==> config.mk <==
export PLATFORM = sky130hd
export DESIGN_NAME = hamx_encoder
export DESIGN_NICKNAME = d
export VERILOG_FILES = /design/src/rtl/hamx_pkg.sv /design/src/rtl/hamx_stage.sv /design/src/rtl/hamx_spread.sv /design/src/rtl/hamx_checkgen.sv /design/src/rtl/hamx_orient.sv /design/src/rtl/hamx_encoder.sv
export SDC_FILE = /design/constraint.sdc
export NUM_CORES = 1
export LEC_CHECK = 0
export ABC_AREA = 1
export BUFFER_PORTS_ARGS = -buffer_cell sky130_fd_sc_hd__buf_2
export CAP_MARGIN = 0
export CORE_ASPECT_RATIO = 1.2
export CORE_MARGIN = 2
export CORE_UTILIZATION = 40
export DETAILED_ROUTE_END_ITERATION = 6
export PLACE_DENSITY = 0.68
export SKIP_CTS_REPAIR_TIMING = 1
export SLEW_MARGIN = 20
export SYNTH_ARGS = -nofsm -noshare
export SYNTH_HDL_FRONTEND = slang
export SYNTH_HIERARCHICAL = 1
export SYNTH_SLANG_ARGS = --single-unit
==> constraint.sdc <==
create_clock -name clk -period 1.8 [get_ports clk]
set_input_delay 0.09 -clock clk [delete_from_list [all_inputs] [get_ports clk]]
set_output_delay 0.09 -clock clk [all_outputs]
set_load 0.02 [all_outputs]
==> src/rtl/hamx_pkg.sv <==
package hamx_pkg;

    // smallest m >= 1 with 2^m >= m + k + 1
    function automatic int chk_bits(input int k);
        int m;
        m = 1;
        while ((1 << m) < m + k + 1) m++;
        return m;
    endfunction

    // full output width: check bits, data bits, overall parity
    function automatic int word_bits(input int k);
        return chk_bits(k) + k + 1;
    endfunction

    function automatic bit is_pow2(input int x);
        return (x > 0) && ((x & (x - 1)) == 0);
    endfunction

    // data index carried by a non-power-of-two position
    function automatic int data_slot(input int pos);
        return pos - $clog2(pos + 1) - 1;
    endfunction

endpackage

==> src/rtl/hamx_stage.sv <==
module hamx_stage #(
    parameter int W          = 8,
    parameter bit REGISTERED = 1'b1
) (
    input  logic         clk,
    input  logic         rst_n,
    input  logic         en,
    input  logic [W-1:0] d,
    output logic [W-1:0] q
);
    generate
        if (REGISTERED) begin : g_reg
            always_ff @(posedge clk or negedge rst_n) begin
                if (!rst_n)  q <= '0;
                else if (en) q <= d;
            end
        end else begin : g_wire
            assign q = d;
        end
    endgenerate
endmodule

==> src/rtl/hamx_spread.sv <==
module hamx_spread #(
    parameter int DATA_W = 8,
    localparam int M     = hamx_pkg::chk_bits(DATA_W),
    localparam int N     = M + DATA_W
) (
    input  logic [DATA_W-1:0] data,
    output logic [N:1]        spread
);
    // data bits to non-power-of-two positions, check slots left at zero
    for (genvar pos = 1; pos <= N; pos++) begin : g_pos
        if (hamx_pkg::is_pow2(pos)) begin : g_chk
            assign spread[pos] = 1'b0;
        end else begin : g_dat
            assign spread[pos] = data[hamx_pkg::data_slot(pos)];
        end
    end
endmodule

==> src/rtl/hamx_checkgen.sv <==
module hamx_checkgen #(
    parameter int DATA_W = 8,
    localparam int M     = hamx_pkg::chk_bits(DATA_W),
    localparam int N     = M + DATA_W
) (
    input  logic [N:1] spread,
    output logic [N:0] word
);
    logic [M-1:0] chk;

    always_comb begin
        chk = '0;
        for (int pos = 1; pos <= N; pos++) begin
            for (int i = 0; i < M; i++) begin
                if (pos[i]) chk[i] = chk[i] ^ spread[pos];
            end
        end
    end

    always_comb begin
        word = {spread, 1'b0};
        for (int i = 0; i < M; i++) begin
            word[1 << i] = chk[i];
        end
        word[0] = ^word[N:1];
    end
endmodule

==> src/rtl/hamx_orient.sv <==
module hamx_orient #(
    parameter int W         = 13,
    parameter bit P0_AT_LSB = 1'b1
) (
    input  logic [W-1:0] inner,
    output logic [W-1:0] outer
);
    generate
        if (P0_AT_LSB) begin : g_lsb
            assign outer = inner;
        end else begin : g_msb
            assign outer = {inner[0], inner[W-1:1]};
        end
    endgenerate
endmodule

==> src/rtl/hamx_encoder.sv <==
module hamx_encoder #(
    parameter int DATA_W    = 8,
    parameter int LATENCY   = 2,
    parameter bit P0_AT_LSB = 1'b1
) (
    input  logic                                  clk,
    input  logic                                  rst_n,
    input  logic                                  clk_en,
    input  logic [DATA_W-1:0]                     data_in,
    output logic [hamx_pkg::word_bits(DATA_W)-1:0] code_out
);
    localparam int M   = hamx_pkg::chk_bits(DATA_W);
    localparam int N   = M + DATA_W;
    localparam bit IN_REG  = (LATENCY >= 2);
    localparam bit OUT_REG = (LATENCY >= 1);

    logic [DATA_W-1:0] data_q;
    logic [N:1]        spread_w;
    logic [N:0]        inner_w;
    logic [N:0]        oriented_w;

    hamx_stage #(.W(DATA_W), .REGISTERED(IN_REG)) u_in_stage (
        .clk   (clk),
        .rst_n (rst_n),
        .en    (clk_en),
        .d     (data_in),
        .q     (data_q)
    );

    hamx_spread #(.DATA_W(DATA_W)) u_spread (
        .data   (data_q),
        .spread (spread_w)
    );

    hamx_checkgen #(.DATA_W(DATA_W)) u_checkgen (
        .spread (spread_w),
        .word   (inner_w)
    );

    hamx_orient #(.W(N + 1), .P0_AT_LSB(P0_AT_LSB)) u_orient (
        .inner (inner_w),
        .outer (oriented_w)
    );

    hamx_stage #(.W(N + 1), .REGISTERED(OUT_REG)) u_out_stage (
        .clk   (clk),
        .rst_n (rst_n),
        .en    (clk_en),
        .d     (oriented_w),
        .q     (code_out)
    );
endmodule

# Word level (Yosys, flattened, before mapping)
# Index checks and enable logic that the tools add are counted.
# word_totals
reg_bits	21
latch_bits	0
ram_bits	0
mem_bits_ro	0
out_inout_bits	13
word_cells	17
n_memories	0
# op_classes
add_sub_neg	0
multipliers	0
div	0
order_cmp	0
eq_ne	0
shifts	0
muxes	0
bitwise	14
n_reduce_logical	1
# ops
operator	n
$xor 1x1->1	14
$reduce_xor 12->1	1

# Logic depth before layout (Yosys ltp)
# Gate-level depths: netlist of the first run.
# logic_depth
ltp_word	5
ltp_mapped	18
mapped_depth_nobuf	16

# Hierarchy
# The synthesis of the first run kept the hierarchy.
# modules_own_cells
module	instances	cells_per_inst	area_per_inst_um2
hamx_checkgen	1	105	523.0
hamx_stage at u_out_stage	1	55	494.2
hamx_stage at u_in_stage	1	34	305.3
hamx_orient	1	13	97.6
hamx_spread	1	13	93.8

# Worst setup path after synthesis of the first run
# Ideal clock, no wire load.
# synth_path
path_kind	register -> register
startpoint	register u_in_stage.q[6]
endpoint	register u_out_stage.q[0]
setup_ns	0.117
t_arrival_ns	1.516
slack_ns	0.167
path_stages_with_launch	17
synth_period_minus_slack_ns	1.633
path_cell_list	dfrtp_1 -> buf_4 -> buf_4 -> xor2_1 -> nand2_1 -> nand2_1 -> nand2_1 -> nand2_2 -> nand2_1 -> nand2_2 -> inv_1 -> nand3_1 -> nand2_1 -> inv_1 -> buf_4 -> nand2_1 -> nand2_1
# synth_via
elab_chain_cells	3
elab_cells_between_ends	5
classes_between	4 x bitwise; 1 x reduce/logical
# synth_rtl
element	line_no	rtl
start: declaration	hamx_stage.sv:9	output logic [W-1:0] q
start signal: assignment	hamx_stage.sv:14	if (!rst_n) q <= '0;
start signal: assignment	hamx_stage.sv:15	else if (en) q <= d;
$xor 1x1->1 (2 in a row)	hamx_checkgen.sv:15	if (pos[i]) chk[i] = chk[i] ^ spread[pos];
named net inner_w[8]	hamx_encoder.sv:19	logic [N:0] inner_w;
$reduce_xor 12->1	hamx_checkgen.sv:25	word[0] = ^word[N:1];
named net inner_w[0]	hamx_encoder.sv:19	
end signal: assignment	hamx_stage.sv:14	
end signal: assignment	hamx_stage.sv:15	
end: declaration	hamx_stage.sv:9	
# The timed path passes the listed nets, and every way through them passes these cells.
# A chain may end at the register's enable or synchronous reset.

# Final worst setup path of the first run
# layout_path
startpoint	register u_in_stage.q[0]
endpoint	register u_out_stage.q[0]
# layout_via
elab_chain_cells	5
elab_cells_between_ends	9
classes_between	8 x bitwise; 1 x reduce/logical
# layout_rtl
element	line_no
$xor 1x1->1 (4 in a row)	hamx_checkgen.sv:15
$reduce_xor 12->1 *	hamx_checkgen.sv:25
named net inner_w[0]	hamx_encoder.sv:19
# The timed path passes the listed nets; every way through them passes the cells marked *.

==> results.sh, run 1 <==
export IMPL_rsz0062_at_grt="false"
export IMPL_first_pass_iters=4
export IMPL_via_per_inst=4.20
export IMPL_cts_root_buf="clkbuf_8"
export IMPL_grt_use_total_pct=12.1
export IMPL_met2_length_um=1110
export IMPL_seqCellArea_um2=529
export IMPL_ir_drop_mv=0.254
export IMPL_finalSetupViolCount=0
export IMPL_antenna_found_initial=0
export IMPL_crit_type="flip-flop to flip-flop"
export IMPL_die_area_um2=4300
export IMPL_synth_edf_count=0
export IMPL_route_met3_wl_um=66
export IMPL_dominantRegCellSynth="dfrtp_1"
export IMPL_cpMostUsedCell="nand2_1"
export IMPL_dp_cells=261
export IMPL_yosysMostFrequentCell="nand2_1"
export IMPL_start_util_pct=41.7
export IMPL_routed_wl_um=2400
export IMPL_syn_inst=220
export IMPL_finalNetCount=226
export IMPL_ys_seq_area_share_pct=34.7
export IMPL_drc=0
export IMPL_arrival_ns=1.70
export IMPL_p_sw_uw=518
export IMPL_synth_area_leaders="dfrtp_1, nand2_1, buf_4"
export IMPL_p_int_uw=866
export IMPL_switching_share_pct=37.4
export IMPL_min_delay_path_class="input pin to flip-flop"
export IMPL_wire_per_inst_um=9.01
export IMPL_postSynthAreaPerCell_um2=6.88
export IMPL_netlist_area_um2=1510
export IMPL_clock_fmax_ghz=0.646
export IMPL_slew_viol_final=0
export IMPL_stdcell_count=266
export IMPL_combPwrFrac_pct=33.7
export IMPL_grt_pass1_wl_um=4010
export IMPL_grt_pass1_vias=988
export IMPL_htreeDepth=1
export IMPL_slowest_stage="dfrtp_2"
export IMPL_crit_chain="inv_2 -> nand2_2 -> nand2_1 -> nand2_1 -> nand2_2 -> inv_2 -> nand2_1 -> nand2_1 -> nand2_1 -> nand3_1 -> nand2_1 -> nand2_1 -> nand2_1 -> inv_1 -> nand2_1 -> nand2_1"
export IMPL_die_w_um=60.2
export IMPL_diodes=0
export IMPL_fillers=410
export IMPL_grt_ovfl_total=0
export IMPL_worstSetupStartpoint="u_in_stage/q[0]"
export IMPL_critPathLaunchType="flip-flop"
export IMPL_fin_worst_skew_ns=0.00393
export IMPL_fp_dieH_um=71.4
export IMPL_drt_first_iter_violations=55
export IMPL_clk_latency_ns=0.26
export IMPL_ios=24
export IMPL_ys_ff_latch=21
export IMPL_ys_types=14
export IMPL_slowest_delay_ns=0.47
export IMPL_cts_sinks=21
export IMPL_crit_fanout=8
export IMPL_io_buffer_count=23
export IMPL_num_vias=1117
export IMPL_clk_pin_slew_ns=0.08
export IMPL_p_per_area_nw_per_um2=934
export IMPL_gp_congestion=0.841
export IMPL_finalCritPeriodShare_pct=86.0
export IMPL_rows=24
export IMPL_hold_slack_ns=0.0210
export IMPL_ys_warn_count=6
export IMPL_period_needed_ns=1.55
export IMPL_end_kind="flip-flop"
export IMPL_synth_area_leader_cell="dfrtp_1"
export IMPL_numCtsBuffers=3
export IMPL_cts_max_path_buffers=2
export IMPL_drt_met1_wl_um=1180
export IMPL_hpwl_um=1880
export IMPL_p_clk_share_pct=22.9
export IMPL_path_buf_inv=3
export IMPL_drive_above_1_share_pct=22.0
export IMPL_worstHoldStart="data_in[7]"
export IMPL_synth_commonest_cells="nand2_1, buf_4, dfrtp_1"
export IMPL_grt_max_degree=24
export IMPL_hold_violations=0
export IMPL_cpLargestDelayFamily="simple AND/OR/NAND/NOR gates"
export IMPL_max_cap_viol_count=0
export IMPL_multi_input_area_um2=639
export IMPL_area_delta_synth_final_pct=-2.07
export IMPL_p_leak_uw=0.000880
export IMPL_cts_tree="yes"
export IMPL_synth_top_area_share_pct=34.7
export IMPL_tns_ns=0
export IMPL_synthArstFlopShare_pct=100
export IMPL_critPathRequiredTime_ns=1.96
export IMPL_seqPwrFrac_pct=43.4
export IMPL_postRouteAntennaNets=0
export IMPL_r2r_start="u_in_stage/q[0]"
export IMPL_route_top_layer_used="met4"
export IMPL_core_area_um2=3630
export IMPL_status="finished clean"
==> cells by family after synthesis <==
family        count (synthesis)  share of synthesized area, %
xor+xnor                      7                          5.04
buf+inv                      57                          23.8
flops                        21                          34.7
other cells                   1                         0.248
simple gates                134                          36.2
==> per-layer routing <==
layer / up-vias / global-route usage (%)
met5: - / 0
met1: 481 / 15.5
met4: 0 / 4.44
met2: 25 / 20.4
li1: 607 / -
met3: 4 / 1.62
==> power by group through the flow <==
| stage | Sequential (uW) | Combinational [uW] | Clock [uW] |
|---|---|---|---|
| global placement | 606 | 465 | 0 |
| finish | 601 | 467 | 317 |
| detailed placement | 611 | 470 | 0 |
| CTS | 601 | 470 | 334 |
| global route | 610 | 537 | 349 |
| floorplan | 644 | 439 | 0 |
==> final timing paths <==
check                           slack, ns          endpoint  depth (start not counted)
worst max register to register       0.25  u_out_stage/q[0]                         16
worst min-delay path                 0.02   u_in_stage/q[7]                          3
worst min register to register       0.47  u_out_stage/q[4]                          2
min in group asynchronous            0.30   u_in_stage/q[5]                          2
max in group asynchronous            1.16   u_in_stage/q[0]                          2
worst max-delay path                 0.25  u_out_stage/q[0]                         16
==> sequential cells by signal, indices dropped and copies added, names as in the netlist <==
signal,cells
u_in_stage/q,8
u_out_stage/q,13
==> cell usage in the layout, fill, tap and decap left out <==
cell type and n:
buf_2 23, clkbuf_8 3, clkinvlp_4 1, conb_1 4
dfrtp_1 18, dfrtp_2 3, dlygate4sd3_1 1, inv_1 14
inv_2 6, nand2_1 111, nand2_2 8, nand2_4 1
nand3_1 14, xnor2_1 1, xnor2_2 1, xor2_1 4
xor2_2 1
==> final cells by class <==
type	instances	share of cell area (%)
clock inverter	1	0.506
timing repair buffer	24	8.44
tap	52	4.39
inverter	20	5.06
clock buffer	3	2.78
sequential	21	35.7
multi-input combinational	145	43.1
==> worst register-to-register path, cell delays in order, from the launching register on <==
cell     delay (ns)
dfrtp_2        0.47
inv_2          0.11
nand2_2        0.06
nand2_1        0.05
nand2_1        0.05
nand2_2        0.10
inv_2          0.05
nand2_1        0.05
nand2_1        0.06
nand2_1        0.06
nand3_1        0.08
nand2_1        0.08
nand2_1        0.04
nand2_1        0.05
inv_1          0.03
nand2_1        0.05
nand2_1        0.06
==> through the flow <==
step / setup slack, ns / total power (uW) / instance area (um2) / util (%)
2_1_floorplan: 0.167 / 1080 / 1530 / -
3_3_place_gp: 0.235 / 1070 / 1420 / 39.1
3_5_place_dp: 0.196 / 1080 / 1420 / 39.1
4_1_cts: 0.177 / 1410 / 1470 / 40.4
5_1_grt: 0.0130 / 1500 / 1480 / 40.8
6_report: 0.251 / 1380 / 1480 / 40.8
Power figures use the tool's default switching activity.
==> inputs of run 2 (changes only) <==
--- a/config.mk
+++ b/config.mk
@@ -12,10 +12,10 @@
 export CORE_MARGIN = 2
 export CORE_UTILIZATION = 40
 export DETAILED_ROUTE_END_ITERATION = 6
-export PLACE_DENSITY = 0.68
+export GPL_TIMING_DRIVEN = 0
+export PLACE_DENSITY = 0.73
 export SKIP_CTS_REPAIR_TIMING = 1
 export SLEW_MARGIN = 20
 export SYNTH_ARGS = -nofsm -noshare
 export SYNTH_HDL_FRONTEND = slang
-export SYNTH_HIERARCHICAL = 1
 export SYNTH_SLANG_ARGS = --single-unit
==> constraint.sdc (replaced) <==
create_clock -name clk -period 1.4 [get_ports clk]
set_input_delay 0.07 -clock clk [delete_from_list [all_inputs] [get_ports clk]]
set_output_delay 0.07 -clock clk [all_outputs]
set_load 0.02 [all_outputs]
==> results.sh, run 2 <==
export IMPL_maxSlewHeadroom_pct=69.6
export IMPL_status="finished clean"
export IMPL_yosysMostFrequentCell="nand2_1"
export IMPL_area_delta_synth_final_pct=27.1
export IMPL_grt_ovfl_total=0
export IMPL_grt_use_total_pct=15.2
export IMPL_end_kind="flip-flop"
export IMPL_top_register="u_out_stage.q"
export IMPL_synth_top_area_share_pct=52.5
export IMPL_ys_types=16
export IMPL_synth_area_leader_cell="dfrtp_1"
export IMPL_cts_tree="yes"
export IMPL_ios=24
export IMPL_gp_congestion=0.751
export IMPL_critPathLaunchType="flip-flop"
export IMPL_postRouteAntennaNets=0
export IMPL_p_per_area_nw_per_um2=1150
export IMPL_synthArstFlopShare_pct=100
export IMPL_diodes=0
export IMPL_reg_largest_list="u_out_stage.q x13, u_in_stage.q x8"
export IMPL_clock_fmax_ghz=0.831
export IMPL_finalNetCount=167
export IMPL_ir_drop_mv=0.607
export IMPL_p_leak_uw=0.000660
export IMPL_fp_dieH_um=58.8
export IMPL_crit_type="flip-flop to flip-flop"
export IMPL_final_cell_mix="nand2_1, buf_2, dfrtp_1"
export IMPL_drive_above_1_share_pct=27.1
export IMPL_clk_pin_slew_ns=0.12
export IMPL_synth_area_leaders="dfrtp_1, nand2_1, o21ai_0"
export IMPL_placed_cell_area_um2=1150
export IMPL_routed_wl_um=2040
export IMPL_htreeDepth=1
export IMPL_finalCritPeriodShare_pct=86.0
export IMPL_netlist_area_um2=1000
export IMPL_via_per_inst=4.68
export IMPL_syn_inst=119
export IMPL_clk_latency_ns=0.31
export IMPL_postSynthAreaPerCell_um2=8.41
export IMPL_die_area_um2=2920
export IMPL_hold_violations=0
export IMPL_grt_max_degree=22
export IMPL_critPathRequiredTime_ns=1.63
export IMPL_max_cap_viol_count=0
export IMPL_cts_sinks=21
export IMPL_num_vias=871
export IMPL_ys_warn_count=0
export IMPL_numCtsBuffers=3
export IMPL_synth_edf_count=0
export IMPL_rows=19
export IMPL_io_buffer_count=23
export IMPL_period_needed_ns=1.20
export IMPL_largest_reg_flops=13
export IMPL_dominantRegCellSynth="dfrtp_1"
export IMPL_die_w_um=49.7
export IMPL_grt_pass1_vias=820
export IMPL_drt_first_iter_violations=22
export IMPL_hpwl_um=1530
export IMPL_cts_max_path_buffers=2
export IMPL_synth_commonest_cells="nand2_1, dfrtp_1, o21ai_0"
export IMPL_finalSetupViolCount=0
export IMPL_cts_root_buf="clkbuf_4"
export IMPL_start_util_pct=43.0
export IMPL_arrival_ns=1.43
export IMPL_tns_ns=0
export IMPL_min_delay_path_class="input pin to flip-flop"
export IMPL_rsz0062_at_grt="false"
export IMPL_ys_ff_latch=21
export IMPL_first_pass_iters=4
export IMPL_grt_pass1_wl_um=3420
export IMPL_design_area_um2=1270
export IMPL_synth_fp_nets=130
export IMPL_fin_worst_skew_ns=0.00369
export IMPL_wire_per_inst_um=10.9
export IMPL_layout_commonest_cell="nand2_1"
export IMPL_antenna_found_initial=0
export IMPL_slew_viol_final=0
export IMPL_drc=0
export IMPL_crit_fanout=5
export IMPL_ys_seq_area_share_pct=52.5
export IMPL_tightestPinTransition_ns=0.456
export IMPL_core_area_um2=2330
## run 2: changes by cell type after synthesis, sizes merged
| cell | change |
|---|---|
| a31oi | +2 |
| buf | -34 |
| clkbuf | +1 |
| conb | -1 |
| inv | -11 |
| nand2 | -71 |
| nand3 | -3 |
| nor2 | +2 |
| o21ai | +12 |
| or2 | +2 |
| xnor2 | +4 |
| xor2 | -4 |
## run 2: cell families after synthesis
group | count (synthesis) | synth area share [%]
buf+inv | 13 | 5.50
flops | 21 | 52.5
xor+xnor | 7 | 6.13
compound gates | 14 | 7.25
simple gates | 64 | 28.6
## run 2: critical path, cell delays in order (launching register included)
cell and delay [ns]:
dfrtp_1 0.46, inv_2 0.13, nand2_2 0.06, nand2_1 0.06, nand2_1 0.06, nand2_2 0.09
nand2_1 0.06, a31oi_1 0.20
## run 2: worst paths after layout
check                                        from           endpoint  slack, ns  cells after the start
worst max-delay path              u_in_stage.q[6]   u_out_stage.q[1]       0.20                      7
worst min-delay path                       clk_en    u_in_stage.q[0]       0.02                      2
worst max register to register    u_in_stage.q[6]   u_out_stage.q[1]       0.20                      7
worst min register to register  u_out_stage.q[12]  u_out_stage.q[12]       0.48                      2
max in group asynchronous                   rst_n   u_out_stage.q[2]       0.87                      2
min in group asynchronous                   rst_n    u_in_stage.q[7]       0.22                      2
## run 2: cell type report
type                    count  area (um2)
plain buffers               4        21.3
clock buffers               3        22.5
clock inverters             1        5.00
fillers                   229        1060
inverters                   9        33.8
multi-input cells          85         420
flip-flops and latches     21         526
well taps                  31        38.8
repair buffers             32         205
## run 2: where the power goes
group          internal [uW]  switching, uW
Clock                    107            190
Sequential               685           53.3
Combinational            167            262
## run 2: metal layers
metal / track usage, % / routed length, um / vias to the layer above
met5: 0 / 0 / -
met4: 8.33 / 46 / 0
met3: 1.78 / 54 / 5
met2: 28.6 / 1060 / 17
met1: 16.5 / 872 / 402
li1: - / - / 447
## run 2: stage by stage
step | cells | setup WS (ns) | utilization [%] | hold WS [ns] | power [uW]
4_1_cts | 177 | 0.167 | 50.8 | -0.303 | 1460
2_1_floorplan | 119 | 0.333 | - | -0.226 | 1030
5_1_grt | 186 | 0.0568 | 54.6 | 0.0452 | 1550
6_report | 186 | 0.197 | 54.6 | 0.0170 | 1460
3_5_place_dp | 173 | 0.214 | 49.6 | 0.0441 | 1170
3_3_place_gp | 173 | 0.263 | 49.6 | 0.0391 | 1150
